===== config.mk =====
export PLATFORM = sky130hd
export DESIGN_NAME = rxq_fifo
export DESIGN_NICKNAME = d
export VERILOG_FILES = /design/src/rtl/rxq_pkg.sv /design/src/rtl/rxq_ptrs.sv /design/src/rtl/rxq_ovr_track.sv /design/src/rtl/rxq_store.sv /design/src/rtl/rxq_fifo.sv
export SDC_FILE = /design/constraint.sdc
export NUM_CORES = 1
export LEC_CHECK = 0
export BUFFER_PORTS_ARGS = -buffer_cell sky130_fd_sc_hd__buf_4
export CAP_MARGIN = 20
export CORE_ASPECT_RATIO = 1.25
export CORE_UTILIZATION = 45
export DETAILED_ROUTE_END_ITERATION = 6
export GPL_ROUTABILITY_DRIVEN = 1
export PLACE_DENSITY = 0.65
export SYNTH_ARGS = -nofsm -noshare
export SYNTH_HDL_FRONTEND = slang
export SYNTH_SLANG_ARGS = --single-unit

===== constraint.sdc =====
create_clock -name clk -period 4.64 [get_ports clk]
set_clock_uncertainty 0.2 [all_clocks]
set_input_delay 0.928 -clock clk [delete_from_list [all_inputs] [get_ports clk]]
set_output_delay 0.928 -clock clk [all_outputs]
set_load 0.03 [all_outputs]

===== src/rtl/rxq_pkg.sv =====
// Package rxq_pkg
// Shared widths and status-byte layout for the receive queue.
// Assumes at most 16 lines, so a line number fits in status bits 3:0.
package rxq_pkg;
    localparam int ENTRY_W   = 16;
    localparam int BYTE_W    = 8;
    localparam int OVR_BIT   = 4;

    typedef logic [ENTRY_W-1:0] entry_t;
    typedef logic [BYTE_W-1:0]  byte_t;

    // Build a null-character entry flagged as overrun for one line.
    function automatic entry_t marker_word(input byte_t line_field);
        byte_t st;
        st = line_field;
        st[OVR_BIT] = 1'b1;
        return {st, 8'h00};
    endfunction
endpackage


===== src/rtl/rxq_ptrs.sv =====
// Module rxq_ptrs
// Write (fill) and read (empty) counters with an extra wrap bit.
// Assumes push is never raised while full and pop never while empty;
// the top module gates both.
module rxq_ptrs #(
    parameter int DEPTH = 64,
    localparam int AW   = $clog2(DEPTH)
) (
    input  logic          clk,
    input  logic          rst_n,
    input  logic          push,
    input  logic          pop,
    output logic [AW-1:0] wr_idx,
    output logic [AW-1:0] rd_idx,
    output logic          full,
    output logic          empty
);
    logic [AW:0] wptr_q;
    logic [AW:0] rptr_q;

    // Fill counter: advances once per stored entry.
    always_ff @(posedge clk) begin
        if (!rst_n)    wptr_q <= '0;
        else if (push) wptr_q <= wptr_q + 1'b1;
    end

    // Empty counter: advances once per entry handed to the host.
    always_ff @(posedge clk) begin
        if (!rst_n)   rptr_q <= '0;
        else if (pop) rptr_q <= rptr_q + 1'b1;
    end

    // Occupancy flags from the pointer pair.
    always_comb begin
        wr_idx = wptr_q[AW-1:0];
        rd_idx = rptr_q[AW-1:0];
        empty  = (wptr_q == rptr_q);
        full   = (wptr_q[AW] != rptr_q[AW]) && (wr_idx == rd_idx);
    end

    p_push_gated_r7: assert property (@(posedge clk) disable iff (!rst_n)
        full |-> !push);
    p_pop_gated_r6: assert property (@(posedge clk) disable iff (!rst_n)
        empty |-> !pop);
    p_full_holds_r7: assert property (@(posedge clk) disable iff (!rst_n)
        (full && !pop) |=> full);
    p_no_overflow_r7: assert property (@(posedge clk) disable iff (!rst_n)
        !(full && empty));
endmodule


===== src/rtl/rxq_ovr_track.sv =====
// Module rxq_ovr_track
// One pending-overrun flag per line and a lowest-first selector.
// Assumes 'take' is high only when the queue has a free slot; a report
// in the same cycle as that line's marker leaves the flag set.
module rxq_ovr_track #(
    parameter int NCH  = 16,
    localparam int CHW = $clog2(NCH)
) (
    input  logic           clk,
    input  logic           rst_n,
    input  logic           rep_valid,
    input  logic [CHW-1:0] rep_chan,
    input  logic           take,
    output logic           any_pend,
    output logic           ins_valid,
    output logic [CHW-1:0] ins_chan
);
    logic [NCH-1:0] pend_q;
    logic [NCH-1:0] ins_mask;
    logic [NCH-1:0] rep_mask;

    // Lowest-numbered pending line wins.
    always_comb begin
        ins_chan = '0;
        for (int i = NCH - 1; i >= 0; i--) begin
            if (pend_q[i]) ins_chan = CHW'(i);
        end
        any_pend  = |pend_q;
        ins_valid = take && any_pend;
    end

    // Decode the inserted line and the reported line to masks.
    always_comb begin
        ins_mask = '0;
        rep_mask = '0;
        if (ins_valid) ins_mask[ins_chan] = 1'b1;
        if (rep_valid) rep_mask[rep_chan] = 1'b1;
    end

    // Per-line flag: a report sets it, its own marker clears it.
    for (genvar g = 0; g < NCH; g++) begin : g_flag
        always_ff @(posedge clk) begin
            if (!rst_n)           pend_q[g] <= 1'b0;
            else if (rep_mask[g]) pend_q[g] <= 1'b1;
            else if (ins_mask[g]) pend_q[g] <= 1'b0;
        end
    end

    p_one_marker_r10: assert property (@(posedge clk) disable iff (!rst_n)
        $onehot0(ins_mask));
    p_lowest_first_r10: assert property (@(posedge clk) disable iff (!rst_n)
        ins_valid |-> ((pend_q & (ins_mask - 1'b1)) == '0));
    p_report_sets_r8: assert property (@(posedge clk) disable iff (!rst_n)
        rep_valid |=> any_pend);
endmodule


===== src/rtl/rxq_store.sv =====
// Module rxq_store
// Entry storage, low-byte staging register and the host read register.
// Assumes at most one of commit_char / commit_mark per cycle and that
// rd_ok is low whenever the queue is empty.
module rxq_store
    import rxq_pkg::*;
#(
    parameter int DEPTH = 64,
    localparam int AW   = $clog2(DEPTH)
) (
    input  logic          clk,
    input  logic          rst_n,
    input  logic          stage_we,
    input  byte_t         byte_d,
    input  logic          commit_char,
    input  logic          commit_mark,
    input  entry_t        mark_word,
    input  logic [AW-1:0] wr_idx,
    input  logic          rd_en,
    input  logic          rd_ok,
    input  logic [AW-1:0] rd_idx,
    output entry_t        rd_data,
    output logic          rd_valid
);
    entry_t mem [DEPTH];
    byte_t  stage_q;
    entry_t word_in;

    // Character byte waits here until its status byte arrives.
    always_ff @(posedge clk) begin
        if (!rst_n)        stage_q <= '0;
        else if (stage_we) stage_q <= byte_d;
    end

    // Select what is written this cycle.
    always_comb begin
        word_in = commit_mark ? mark_word : {byte_d, stage_q};
    end

    // Slot array, written at the fill index.
    always_ff @(posedge clk) begin
        if (commit_char || commit_mark) mem[wr_idx] <= word_in;
    end

    // Host read register: oldest entry, or zero with valid clear.
    always_ff @(posedge clk) begin
        if (!rst_n) begin
            rd_data  <= '0;
            rd_valid <= 1'b0;
        end else if (rd_en) begin
            rd_data  <= rd_ok ? mem[rd_idx] : '0;
            rd_valid <= rd_ok;
        end
    end

    p_single_source_r10: assert property (@(posedge clk) disable iff (!rst_n)
        !(commit_char && commit_mark));
    p_empty_read_r6: assert property (@(posedge clk) disable iff (!rst_n)
        (rd_en && !rd_ok) |=> (!rd_valid && rd_data == '0));
    p_read_valid_r5: assert property (@(posedge clk) disable iff (!rst_n)
        (rd_en && rd_ok) |=> rd_valid);
endmodule


===== src/rtl/rxq_fifo.sv =====
// Module rxq_fifo (top)
// Shared receive queue: address-decoded byte writes build entries,
// host reads of the receive-buffer offset remove them, and pending
// line overruns are queued as null markers ahead of new characters.
// Assumes the engine presents the low byte before the high byte.
module rxq_fifo
    import rxq_pkg::*;
#(
    parameter int          DEPTH    = 64,
    parameter int          NCH      = 16,
    parameter int          ADDR_W   = 16,
    parameter int          OFF_W    = 3,
    parameter logic [15:0] LO_ADDR  = 16'hC040,
    parameter logic [15:0] HI_ADDR  = 16'hC041,
    parameter int          RBUF_OFF = 2,
    localparam int AW  = $clog2(DEPTH),
    localparam int CHW = $clog2(NCH)
) (
    input  logic              clk,
    input  logic              rst_n,
    input  logic              wr_strobe,
    input  logic              wr_grant,
    input  logic [ADDR_W-1:0] wr_addr,
    input  logic [7:0]        wr_data,
    input  logic              ovr_valid,
    input  logic [CHW-1:0]    ovr_chan,
    output logic              wr_ready,
    output logic              fifo_full,
    input  logic              rd_strobe,
    input  logic [OFF_W-1:0]  rd_off,
    output logic [15:0]       rd_data,
    output logic              rd_valid
);
    logic          lo_hit, hi_hit, rd_hit;
    logic          full, empty;
    logic          any_pend, ins_valid;
    logic [CHW-1:0] ins_chan;
    logic          commit_char, push, pop;
    logic [AW-1:0] wr_idx, rd_idx;
    entry_t        mark_word;

    // Address decode qualified by the engine's grant and host offset.
    always_comb begin
        lo_hit = wr_strobe && wr_grant && (wr_addr == ADDR_W'(LO_ADDR));
        hi_hit = wr_strobe && wr_grant && (wr_addr == ADDR_W'(HI_ADDR));
        rd_hit = rd_strobe && (rd_off == OFF_W'(RBUF_OFF));
    end

    // Admission: markers first, characters only with no flag pending.
    always_comb begin
        commit_char = hi_hit && !full && !any_pend;
        push        = commit_char || ins_valid;
        pop         = rd_hit && !empty;
        mark_word   = marker_word({{(8-CHW){1'b0}}, ins_chan});
        wr_ready    = !full && !any_pend;
        fifo_full   = full;
    end

    rxq_ptrs #(.DEPTH(DEPTH)) u_ptrs (
        .clk    (clk),
        .rst_n  (rst_n),
        .push   (push),
        .pop    (pop),
        .wr_idx (wr_idx),
        .rd_idx (rd_idx),
        .full   (full),
        .empty  (empty)
    );

    rxq_ovr_track #(.NCH(NCH)) u_ovr (
        .clk       (clk),
        .rst_n     (rst_n),
        .rep_valid (ovr_valid),
        .rep_chan  (ovr_chan),
        .take      (!full),
        .any_pend  (any_pend),
        .ins_valid (ins_valid),
        .ins_chan  (ins_chan)
    );

    rxq_store #(.DEPTH(DEPTH)) u_store (
        .clk         (clk),
        .rst_n       (rst_n),
        .stage_we    (lo_hit),
        .byte_d      (wr_data),
        .commit_char (commit_char),
        .commit_mark (ins_valid),
        .mark_word   (mark_word),
        .wr_idx      (wr_idx),
        .rd_en       (rd_hit),
        .rd_ok       (!empty),
        .rd_idx      (rd_idx),
        .rd_data     (rd_data),
        .rd_valid    (rd_valid)
    );

    p_pending_blocks_r11: assert property (@(posedge clk) disable iff (!rst_n)
        (hi_hit && any_pend) |-> !commit_char);
    p_ungranted_ignored_r4: assert property (@(posedge clk) disable iff (!rst_n)
        (!wr_grant && !ins_valid) |-> !push);
    p_lo_no_entry_r3: assert property (@(posedge clk) disable iff (!rst_n)
        (lo_hit && !ins_valid) |-> !push);
    p_full_no_ready_r7: assert property (@(posedge clk) disable iff (!rst_n)
        fifo_full |-> !wr_ready);
endmodule


* Yosys cells after proc, flatten, opt, wreduce, memory -nomap -nowiden *
Memory sizes are Yosys's and may differ from the RTL's. A register that Yosys moved wholly into a read port is not among the register bits.
Index checks and enable logic that the tools add are counted.
W data, S select, Z words.

cells by class
  add/subtract/negate cells = 2
  magnitude comparators = 4
  equal/unequal tests = 6
  multiplexer cells = 60
  reduce and logical (&&, ||, !) cells = 33

operator list
  kind                    count
  $mux W16                4
  $mux W4                 16
  $mux W1                 36
  $eq A16 B16 Y1 const B  2
  $reduce_bool A2 Y1      16
  $reduce_or A16 Y1       1
  $add A7 B1 Y7 const B   2
  $logic_and A1 B1 Y1     12
  $mux W6                 2
  $lt A4 B5 Y1 const B    2
  $demux W1 S4            2
  $ge A4 B1 Y1 const B    2
  $eq A7 B7 Y1            1
  $eq A6 B6 Y1            1
  $eq A3 B2 Y1 const B    1
  $logic_not A1 Y1        3
  $logic_or A1 B1 Y1      1
  $ne A1 B1 Y1            1

word-level totals
  bits in registers = 55
  memory bits (writable) = 1024
  input bits = 37
  output and inout bits = 19
  word-level logic and storage cells = 127
  memories = 1

memory list
  name         words  width  rd ports  clocked after memory_dff  write ports  line             text
  u_store.mem  64     16     1         1                         1            rxq_store.sv:25  entry_t mem [DEPTH];

* Logic depth before layout (Yosys ltp) *
  word-level depth = 23
  gate-level depth with buffers = 9
  gate-level depth less buffers = 6

* Modules after synthesis *
From an unflattened synthesis, not the netlist that was laid out.

unflattened totals
  cells, all modules = 2037
  area, all modules = 42256.8 um^2

modules (own cells, without submodules)
  module         instances  cells each  area an instance (um^2)  sequential area each (um^2)
  rxq_store      1          1804        40372.5                  31250.0
  rxq_ovr_track  1          129         983.4                    320.3
  rxq_ptrs       1          86          793.3                    280.3
  rxq_fifo       1          18          107.6                    0.0

* Least setup slack after synthesis *
Ideal clock, no wire load.

  path kind = reg2reg
  start = reg u_ptrs.wptr_q[0]
  end = mem u_store.mem[0][8] (netlist name), data pin
  library setup time = 0.702 ns
  arrival time = 3.778 ns
  required time = 3.738 ns
  path slack = -0.040 ns
  stages on the path, launching flop included = 7
  buffers on the path = 2
  clock period less this slack = 4.680 ns
  path through = dfxtp_1 buf_2 xnor2_1 and4_1 a21bo_2 clkbuf_1 o21ai_0

between the ends
  word-level cells in the longest chain between the ends = 5

ends and longest elaborated chain
  element                   line                 text
  start: declaration        rxq_ptrs.sv:18       logic [AW:0] wptr_q;
  start signal: assignment  rxq_ptrs.sv:24       else if (push) wptr_q <= wptr_q + 1'b1;
  $eq A6 B6 Y1              rxq_ptrs.sv:38       full = (wptr_q[AW] != rptr_q[AW]) && (wr_idx == rd_idx);
  $logic_and A1 B1 Y1       rxq_ptrs.sv:38
  $logic_not A1 Y1          rxq_fifo.sv:75       .take (!full),
  $logic_and A1 B1 Y1       rxq_ovr_track.sv:29  ins_valid = take && any_pend;
  $mux W16                  rxq_store.sv:37      word_in = commit_mark ? mark_word : {byte_d, stage_q};
  via u_store.word_in[8]    rxq_store.sv:27      entry_t word_in;
  end: declaration          rxq_store.sv:25

The timed path passes the listed nets, and every way through them passes these cells.

* Worst setup path after layout *
  start = reg u_ptrs.wptr_q[5]
  end = out wr_ready

between the ends
  word-level cells in the longest chain between the ends = 4

ends and longest elaborated chain
  element              line            text
  $eq A6 B6 Y1         rxq_ptrs.sv:38
  $logic_and A1 B1 Y1  rxq_ptrs.sv:38
  $logic_not A1 Y1     rxq_fifo.sv:55  wr_ready = !full && !any_pend;
  $logic_and A1 B1 Y1  rxq_fifo.sv:55
  end: declaration     rxq_fifo.sv:27  output logic wr_ready,

Every way passes these cells.

==> impl_metrics.csv <==
group,metric,value,unit
clocking,post-cts-setup-buffer-count,0,
synthesis,ys_ff_latch,1085,
synthesis,postSynthCellCount,2178,
route,wl_met3,7227,um
timing,period_needed,3.918,ns
route,final_antenna_net_count,0,
layout,antenna_cells,0,
floorplanning,num_rows,125,
setup_path,critPathCapture,"wr_ready",
clocking,cts_tree,"yes",
setup_path,crit_path_max_fanout,11,
synthesis,synth-seq-area-share,75.84,%
route,via_count,21910,
layout,regArea,0.03198,sq mm
timing,rsz0062_at_grt,"no",
global_route,groute.usage.overall,22.92,%
layout,drive_gt1_share,24.67,%
clocking,cts.reportedPaths.clkPinSlew,0.06,ns
setup_path,critPathLaunch,"u_ptrs.wptr_q[5]",
floorplanning,die_width,275.8,um
setup_path,cp.arrival,2.79,ns
floorplanning,initial_core_util,45.37,%
floorplanning,die-area,0.09491,sq mm
route,drtIter0Drc,2529,
layout,area_delta_synth_final,14.28,%
clocking,holdBufCountCts,0,
route,drc,0,
global_route,antenna_found_initial,0,
synthesis,synth_ff_type,"edfxtp_1",
power,leakage,15.52,nW
clocking,clock_sinks,1085,
route,drt_wl_total,107500,um
setup_path,worstPathRequired,3.51,ns
layout,utilization,51.85,%
clocking,cts_resized,0,
synthesis,synth_cell_types,72,
floorplanning,coreArea,0.09290,sq mm
setup_path,rr_worst_depth,5,
layout,multi_input_area,0.009658,sq mm
synthesis,synth-edff-count,1024,
synthesis,avgSynthCellArea,19.35,sq um
power,cellPowerDensity,417.7,mW/mm^2
clocking,cts_buffers,97,
route,via_per_inst,6.022,
synthesis,synth_area_leaders,"edfxtp_1, mux4_2, mux2i_1",
route,drt-wirelength-per-cell,29.55,um
synthesis,yosysWarnings,0,
global_route,grt_overflow,0,
floorplanning,ios,56,
hold_path,hold_class,"flip-flop to flip-flop",
setup_path,regToRegEndpoint,"u_store.rd_data[7]",
timing,whs,0.2903,ns
layout,n_fill_cell,7317,
power,ir_drop,0.2805,mV
synthesis,syn_nets,2217,
clocking,cts_root_buffer,"clkbuf_16",
clocking,cts_max_level,3,
status,status,"complete, no violations",
timing,timing.slew.headroom,28.83,%
global_route,grt_pass1_vias,21890,
synthesis,yosysMostFrequentCell,"edfxtp_1",
route,routed.top_layer,"met4",
run,cap_violations,0,
timing,finalCritPeriodShare,84.44,%
layout,fin_nets,2391,
clocking,cts_buffer_depth,3,
setup_path,cp-start-kind,"flip-flop",
placement,io_buffers,55,
clocking,clk_latency,0.68,ns
setup_path,worstSetupPathType,"flip-flop to primary output",
global_route,grt_pass1_wl,154000,um
synthesis,netlist.area_leader.share,72.95,%
placement,dp_hpwl,68300,um
floorplanning,dieHeight,344.2,um
timing,setup_viol,0,
setup_path,rrSetupSlack,1.13,ns
synthesis,yosys.area.top_type,"edfxtp_1",
route,dr.pass1.iters,6,
synthesis,syn_area,0.04215,sq mm
placement,gp_congestion,0.9441,
timing,worstMarginPinSlew,1.064,ns
timing,finalHoldViolations,0,
synthesis,synthTopCellsByCount,"edfxtp_1, mux4_2, mux2i_1",
route,m1WireLength,41870,um
synthesis,async_flop_share,0,%
global_route,grt_max_degree,65,
timing,fmax,255.2,MHz
timing,drv_slew,0,
route,met2_wirelength,53020,um
setup_path,worst_setup_path_end_kind,"primary output",
==> state kept, by name, indices dropped and copies added (netlist names), named ones only <==
name and count:
u_ovr.pend_q 16, u_store.stage_q 8, u_ptrs.wptr_q 7, u_store.mem 1024, u_ptrs.rptr_q 7, u_store.rd_valid 1
u_store.rd_data 16
==> area by class of cell <==
cell class                      instances  area share [%]
Multi-Input combinational cell        962           20.05
Clock buffer                          111           5.192
Sequential cell                      1085           66.39
Inverter                                7         0.05454
Tap cell                             1206           3.132
Clock inverter                         68           1.626
Timing Repair Buffer                  199           3.558
==> cells in the final DEF, fill, tap and decap left out, drive strengths merged, types with 3 or more instances in the layout <==
cell      count
a21boi        3
a21oi         8
a22oi       114
a311oi        3
a31o          5
a31oi         7
a41oi         3
and2         13
and3          4
buf         199
bufinv       16
clkbuf      111
clkinv       40
clkinvlp      6
dfxtp        61
edfxtp     1024
inv          13
mux2i       140
mux4        192
nand2        65
nand2b        7
nand3        87
nand3b       37
nand4        19
nand4b        3
nor2        108
nor2b        11
nor3         22
nor3b         3
nor4         11
nor4b         3
nor4bb        4
o21ai        17
o22ai        30
or2           3
or3b          3
xnor2         9
xor2          6
==> kinds of logic after synthesis <==
family / Yosys count / synth area share (%)
and+or+nand+nor: 411 / 5.197
xor gates and xnor gates: 15 / 0.3473
muxes: 332 / 13.58
AOI/OAI and AO/OA: 202 / 3.544
DFF: 1085 / 75.84
buffers and inverters: 131 / 1.425
adders and majority gates: 2 / 0.05936
==> routing by layer <==
metal  global-route usage [%]  vias up
li1                         -     9280
met1                    30.63    11410
met2                    37.48     1042
met3                    2.569      174
met4                    11.37        0
met5                        0        -
==> through the flow <==
stage	cells	cell area (sq um)	power (W)	setup TNS (ns)	setup WS, ns
after floorplan	2178	42150	0.01153	-5.144	-0.04043
after global placement	3457	44850	0.01197	0	0.7410
after detailed placement	3458	44860	0.01200	0	0.7081
after CTS	3637	48140	0.02021	0	0.7238
after global routing	3638	48170	0.02060	0	0.6235
final	3638	48170	0.02012	0	0.7221
==> power by group <==
group          internal, W  switching [W]  total [W]
Sequential          0.0109      0.0000460     0.0109
Clock              0.00478        0.00354    0.00832
Combinational     0.000243       0.000655   0.000898
Total               0.0159        0.00424     0.0201
==> critical path, cell delays in order (launching register included) <==
cell	delay, ns
dfxtp_1	0.69
xnor2_1	0.23
nand4_2	0.23
nor4_4	0.64
nor2_1	0.12
buf_4	0.20
==> worst min-delay path by stage <==
stage	slack, ns	cells after the start	end	start
4_1_cts	0.28	3	u_store.stage_q[3]	wr_data[3]
6_report	0.29	2	u_store.stage_q[3]	u_store.stage_q[3]
5_1_grt	0.32	3	u_store.stage_q[5]	wr_data[5]
3_5_place_dp	0.28	2	u_store.stage_q[3]	u_store.stage_q[3]
2_1_floorplan	0.25	2	u_store.stage_q[0]	u_store.stage_q[0]
3_3_place_gp	0.27	2	u_store.stage_q[4]	u_store.stage_q[4]
No activity file was read; power rests on OpenSTA's default activity.
